==> src/rtl/opnd_addr_gen.sv <==
module opnd_addr_gen #(
  parameter int AW = 32,
  parameter int CW = 16
) (
  input  logic          clk,
  input  logic          rst_n,
  input  logic          req_valid,
  output logic          req_ready,
  input  logic [3:0]    req_mode,
  input  logic [AW-1:0] req_base,
  input  logic [AW-1:0] req_index,
  input  logic [CW-1:0] req_const,
  input  logic [1:0]    req_scale,
  input  logic [1:0]    req_size,
  output logic          rd_valid,
  output logic [AW-1:0] rd_addr,
  input  logic          rd_ready,
  input  logic          rsp_valid,
  input  logic [AW-1:0] rsp_data,
  output logic          res_valid,
  output logic          res_mem,
  output logic [AW-1:0] res_addr,
  output logic          wb_valid,
  output logic [AW-1:0] wb_value
);
  localparam logic [3:0] M_REG = 4'd0, M_IMM = 4'd1, M_DISP = 4'd2, M_IND = 4'd3,
                         M_IDX = 4'd4, M_ABS = 4'd5, M_PREI = 4'd6, M_PRED = 4'd7,
                         M_POSTI = 4'd8, M_POSTD = 4'd9, M_SCL = 4'd10, M_DEF = 4'd11;

  typedef enum logic [1:0] {S_IDLE, S_ISSUE, S_WAIT} st_t;
  st_t st;

  logic [AW-1:0] cext, step, inc, dec, ea, wb_calc;
  logic          is_mem, wb_en;

  assign cext = {{(AW-CW){req_const[CW-1]}}, req_const};
  assign step = AW'(1) << req_size;
  assign inc  = req_base + step;
  assign dec  = req_base - step;

  always_comb begin
    ea      = '0;
    is_mem  = 1'b1;
    wb_en   = 1'b0;
    wb_calc = req_base;
    case (req_mode)
      M_DISP, M_DEF: ea = req_base + cext;
      M_IND:   ea = req_base;
      M_IDX:   ea = req_base + req_index;
      M_ABS:   ea = cext;
      M_PREI:  begin ea = inc; wb_en = 1'b1; wb_calc = inc; end
      M_PRED:  begin ea = dec; wb_en = 1'b1; wb_calc = dec; end
      M_POSTI: begin ea = req_base; wb_en = 1'b1; wb_calc = inc; end
      M_POSTD: begin ea = req_base; wb_en = 1'b1; wb_calc = dec; end
      M_SCL:   ea = req_base + (req_index << req_scale) + cext;
      default: is_mem = 1'b0;
    endcase
  end

  assign req_ready = (st == S_IDLE);
  assign rd_valid  = (st == S_ISSUE);

  always_ff @(posedge clk) begin
    if (!rst_n) begin
      st        <= S_IDLE;
      rd_addr   <= '0;
      res_valid <= 1'b0;
      res_mem   <= 1'b0;
      res_addr  <= '0;
      wb_valid  <= 1'b0;
      wb_value  <= '0;
    end else begin
      res_valid <= 1'b0;
      wb_valid  <= 1'b0;
      case (st)
        S_IDLE: if (req_valid) begin
          if (req_mode == M_DEF) begin
            rd_addr <= ea;
            st      <= S_ISSUE;
          end else begin
            res_valid <= 1'b1;
            res_mem   <= is_mem;
            res_addr  <= ea;
            wb_valid  <= wb_en;
            wb_value  <= wb_calc;
          end
        end
        S_ISSUE: if (rd_ready) st <= S_WAIT;
        S_WAIT: if (rsp_valid) begin
          res_valid <= 1'b1;
          res_mem   <= 1'b1;
          res_addr  <= rsp_data;
          st        <= S_IDLE;
        end
        default: st <= S_IDLE;
      endcase
    end
  end
endmodule

==> config.mk <==
export PLATFORM = sky130hd
export DESIGN_NAME = opnd_addr_gen
export DESIGN_NICKNAME = d
export VERILOG_FILES = /design/src/rtl/opnd_addr_gen.sv
export SDC_FILE = /design/constraint.sdc
export NUM_CORES = 1
export LEC_CHECK = 0
export ABC_AREA = 1
export BUFFER_PORTS_ARGS = -buffer_cell sky130_fd_sc_hd__buf_2
export CAP_MARGIN = 0
export CORE_ASPECT_RATIO = 0.8
export CORE_MARGIN = 2
export CORE_UTILIZATION = 45
export DETAILED_ROUTE_END_ITERATION = 10
export GPL_TIMING_DRIVEN = 1
export HOLD_SLACK_MARGIN = 0.06
export PLACE_DENSITY = 0.66
export SLEW_MARGIN = 10
export SYNTH_ARGS = -nofsm -noshare
export SYNTH_HDL_FRONTEND = slang
export SYNTH_SLANG_ARGS = --single-unit
==> constraint.sdc <==
create_clock -name clk -period 4.1 [get_ports clk]
set_input_delay 0.41 -clock clk [delete_from_list [all_inputs] [get_ports clk]]
set_output_delay 0.41 -clock clk [all_outputs]
set_load 0.005 [all_outputs]
## Word level (Yosys, flattened, before mapping)

Index checks and enable logic that the tools add are counted.

- Add/subtract/negate cells: 6
- Equality and inequality tests: 17
- Shift operators: 2
- Muxes and demuxes: 21
- Bitwise logic cells: 4
- Reduce and logical (&&, ||, !) cells: 13

Operators with widths:

| kind | number |
|---|---|
| $pmux W32 S7 | 1 |
| $add A32 B32 Y32 | 5 |
| $pmux W32 S2 | 2 |
| $mux W32 | 3 |
| $shl A1 B2 Y32 const A | 1 |
| $shl A32 B2 Y32 | 1 |
| $sub A32 B32 Y32 | 1 |
| $eq A4 B3 Y1 const B | 4 |
| $eq A4 B4 Y1 const B | 4 |
| $reduce_or A10 Y1 | 1 |
| $eq A4 B2 Y1 const B | 2 |
| $mux W1 | 8 |
| $mux W2 | 4 |
| $reduce_and A4 Y1 | 2 |
| $reduce_or A4 Y1 | 2 |
| $ne A2 B2 Y1 const B | 3 |
| $pmux W2 S3 | 1 |
| $reduce_and A3 Y1 | 2 |
| $reduce_or A2 Y1 | 3 |
| $ne A2 B1 Y1 const B | 2 |
| $not A1 Y1 | 4 |
| $pmux W1 S2 | 2 |
| $reduce_or A3 Y1 | 1 |
| $eq A2 B1 Y1 const B | 1 |
| other kinds (3) | 3 |

- Bits in registers: 101
- Bits of input ports: 125
- Output and inout port bits: 101
- Logic and storage cells: 70

## Depth between registers and ports, before layout

- Word-level depth: 7
- Depth in mapped cells: 23
- Gate-level depth less buffers: 22

## Worst setup path before layout

No wires, ideal clock.

- Path type: in2reg
- Start: in req_scale[0]
- End: reg res_addr[9]
- Setup time: 0.132 ns
- Arrival time: 3.561 ns
- Data required time: 3.968 ns
- Setup slack: 0.407 ns
- Cell stages on the path: 19
- Buffers on the path: 2
- Path through: buf_2 > buf_1 > o21ai_0 > nor2_1 > fa_1 > ha_1 > fa_1 > nand2_1 > nand2_1 > and2_1 > nand2_1 > nand2_1 > or2_2 > nand3_1 > nand2_1 > a21oi_1 > nand2_1 > o21ai_0 > a21oi_1

- Cells in the longest elaborated chain, start to end: 7

Ends and longest elaborated chain:

| what | line | RTL |
|---|---|---|
| start, declared | 13 | `input logic [1:0] req_scale,` |
| $shl A32 B2 Y32 | 55 | `M_SCL: ea = req_base + (req_index << req_scale) + cext;` |
| $add A32 B32 Y32 (2 in a row) | 55 |  |
| $pmux W32 S7 | 46 | `case (req_mode)` |
| $mux W32 | 77 | `if (req_mode == M_DEF) begin` |
| $mux W32 | 76 | `S_IDLE: if (req_valid) begin` |
| $pmux W32 S2 | 75 | `case (st)` |
| end signal, assigned | 92 | `res_addr <= rsp_data;` |
| end, declared | 22 | `output logic [AW-1:0] res_addr,` |

No other way between the ends. The select of a mux whose other input is x is not followed.
A chain may end at the register's enable or synchronous reset.

## Worst setup path in the final report

- Start: in req_scale[0]
- End: reg res_addr[20]

Same word-level chain as after synthesis.

==> results.cfg <==
[status]
outcome = finished clean

[synth]
netlist.area_leader.share_pct = 17.5
ys_seq_area_share_pct = 15.2
synth_cells = 2291
yosys.area.top_type = nand2_1
synth_area_leaders = nand2_1 17%, dfxtp_1 15%, nor2_1 8.3%, inv_1 7.4%, ha_1 6.6%
synth_area_um2 = 13300
yosys_warnings = 0
syn_avg_cell_area_um2 = 5.81
ys_ff_latch = 101
ys_types = 56
syn-num-nets = 2521

[floorplanning]
die_w_um = 196
fp-row-count = 56
ios = 226
core_region_area_um2 = 29200
dieArea_um2 = 31000
initial_core_util_pct = 45.6
die_h_um = 158

[critical_path]
rr_worst_depth = 6
endpoint_kind = flop
crit_chain = buf_2 -> buf_12 -> o21ai_0 -> buf_4 -> mux2i_1 -> fa_1 -> ha_1 -> a21oi_1 -> o21ai_0 -> inv_1 -> nand3_1 -> nand2_1 -> nand2_1 -> o21ai_0 -> buf_4 -> nand4_1 -> nand2_1 -> a21oi_1
slowest_stage = fa_1
path_max_fanout = 16
r2r_setup_slack_ns = 0.56
crit_end = res_addr[20]
cp_data_arrival_time_ns = 4.20
r2r-start = st[1]
worstSetupStartpointType = input pin
crit_start = req_scale[0]
crit_required_ns = 4.36
critPathMaxStageDelay_ns = 0.45
path_class = in2reg
r2r-end = res_addr[14]

[placement]
place_ws_ns = -0.0236
place_inst = 2858
gp_congestion = 1.05
portBuffers = 225
hpwlAfterDp_mm = 53.0

[clocking]
cts_buffers = 9
clock-sinks = 101
cts_buffer_depth = 2
htree_num_levels = 3
clkTransAtPathRegs_ns = 0.08
cts_setup_buffers = 0
ctsResizeCount = 0
clock_latency_ns = 0.37
ctsHoldBuffers = 0
cts_tree = built
cts_root_buf = clkbuf_16

[cells_and_area]
syn2layout_area_growth_pct = 14.6
nNetsFinal = 2722
drive_above_1_share_pct = 13.5
stdcell_count = 2874
antenna_cells = 0

[sta]
setup_violations = 0
min_period_ns = 3.94
rsz0062_at_grt = no
maxSlewHeadroom_pct = 34.5
clock.fmax_mhz = 254
tightest_slew_ns = 0.976
setup_ws_ns = 0.164
drv_slew = 0
final_hold_viol_count = 0
finalCritPeriodShare_pct = 96.0
fin_worst_skew_ns = 0.0121

[drt]
routed_via_density = 5.91
drt_iter0_drc = 1926
ant_nets = 0
route.detailed.drc = 0
via_count = 17000
drtPass1Iterations = 6
routed_wl_mm = 63.8
wl_per_cell_um = 22.2

[pwr]
power_density_nw_per_um2 = 283
total_power_mw = 4.33
p_leak_nw = 7.82
ir_drop_mv = 0.288

[global_routing]
grt_pass1_vias = 15600
grt.overflow.total = 0
grtUsageTotal_pct = 41.0
grt_start_max_net_pins = 61
grt_pass1_wl_mm = 95.3
antenna_found_initial = 1

[job]
maxCapViolations = 0

[min_path]
hp-class = in2reg
[Yosys cell counts (all sizes together)]
| master | count |
|---|---|
| o221ai | 11 |
| o22ai | 1 |
| clkbuf | 40 |
| nand3b | 10 |
| a31oi | 6 |
| a21oi | 166 |
| ha | 70 |
| a21boi | 2 |
| o21bai | 9 |
| mux2i | 31 |
| o2111a | 1 |
| fa | 35 |
| o211a | 1 |
| inv | 274 |
| and3 | 1 |
| o2111ai | 6 |
| o31ai | 1 |
| or2 | 9 |
| a22oi | 12 |
| o211ai | 27 |
| o221a | 1 |
| nor3 | 30 |
| o21ai | 185 |
| a311oi | 1 |
| a2111oi | 1 |
| nand2 | 624 |
| o21a | 1 |
| a21o | 4 |
| a22o | 1 |
| buf | 47 |
| nand3 | 166 |
| a41oi | 19 |
| dfxtp | 101 |
| xor2 | 33 |
| nand4 | 47 |
| nor4 | 2 |
| clkinv | 3 |
| xnor2 | 1 |
| and2 | 3 |
| nor3b | 1 |
| nor2 | 307 |
[state kept, by name, indices dropped and copies added, names as in the netlist]
signal     count
rd_addr       32
res_valid      1
res_addr      32
res_mem        1
wb_valid       1
st             2
wb_value      32
[cell usage in the layout (no fill, tap or decap), types with 48 or more instances in the layout]
cell | synthesis | final
nor2_1 | 296 | 295
ha_1 | 70 | 70
o21ai_0 | 168 | 168
nand2_1 | 620 | 620
inv_1 | 261 | 261
dfxtp_1 | 101 | 101
buf_2 | 33 | 225
nand3_1 | 164 | 164
a21oi_1 | 166 | 165
buf_4 | 4 | 48
[metrics by stage]
step	instance area (um^2)	TNS [ns]	hold WS, ns	utilization (%)
after floorplan	13300	0	0.460	-
after global placement	15000	0	0.451	51.2
after detailed placement	15000	-0.0236	0.453	51.2
after CTS	15300	0	0.310	52.2
after global routing	15300	0	0.320	52.2
final	15300	0	0.316	52.2
[worst max-delay path: cells and delay by family]
kind	cells	cell delay [ns]
AOI/OAI and AO/OA	5	1.07
muxes	1	0.15
adders and majority gates	2	0.84
and+or+nand+nor	5	0.72
buffers and inverters	5	0.99
[routing by layer]
metal	global-route usage, %	share of wire [%]	vias to the layer above
met5	0	0.027	-
met4	15.1	4.0	2
met3	10.6	13	134
met2	59.4	39	1069
met1	58.1	44	7816
li1	-	-	7974
[power by group]
| part | switching, mW | internal (mW) |
|---|---|---|
| registers | 0.0362 | 1.04 |
| logic | 1.60 | 0.755 |
| clock network | 0.455 | 0.441 |
| total | 2.09 | 2.24 |
[cell type report]
cell class / instances / area (um^2)
clock buffer: 10 / 239
fill: 3171 / 14000
tap: 377 / 472
clock inverter: 6 / 53.8
timing repair buffer: 277 / 1570
sequential: 101 / 2020
inverter: 277 / 1050
multi-input combinational: 1826 / 9860
[logic make-up after synthesis]
| logic type | synth area share [%] |
|---|---|
| adders and majority gates | 11.8 |
| AOI/OAI and AO/OA | 19.5 |
| DFF | 15.2 |
| xor gates and xnor gates | 2.24 |
| and+or+nand+nor | 38.0 |
| muxes | 2.33 |
| buffers and inverters | 10.9 |
[worst min path at each step]
stage	to	startpoint	depth (start not counted)	slack, ns
after detailed placement	res_addr[14]	res_addr[14]	2	0.45
after CTS	st[0]	rd_ready	4	0.31
after floorplan	res_addr[23]	res_addr[23]	2	0.46
after global placement	res_addr[10]	res_addr[10]	2	0.45
after global routing	st[0]	rd_ready	4	0.32
final	st[1]	rd_ready	3	0.32
Power figures use the tool's default switching activity.
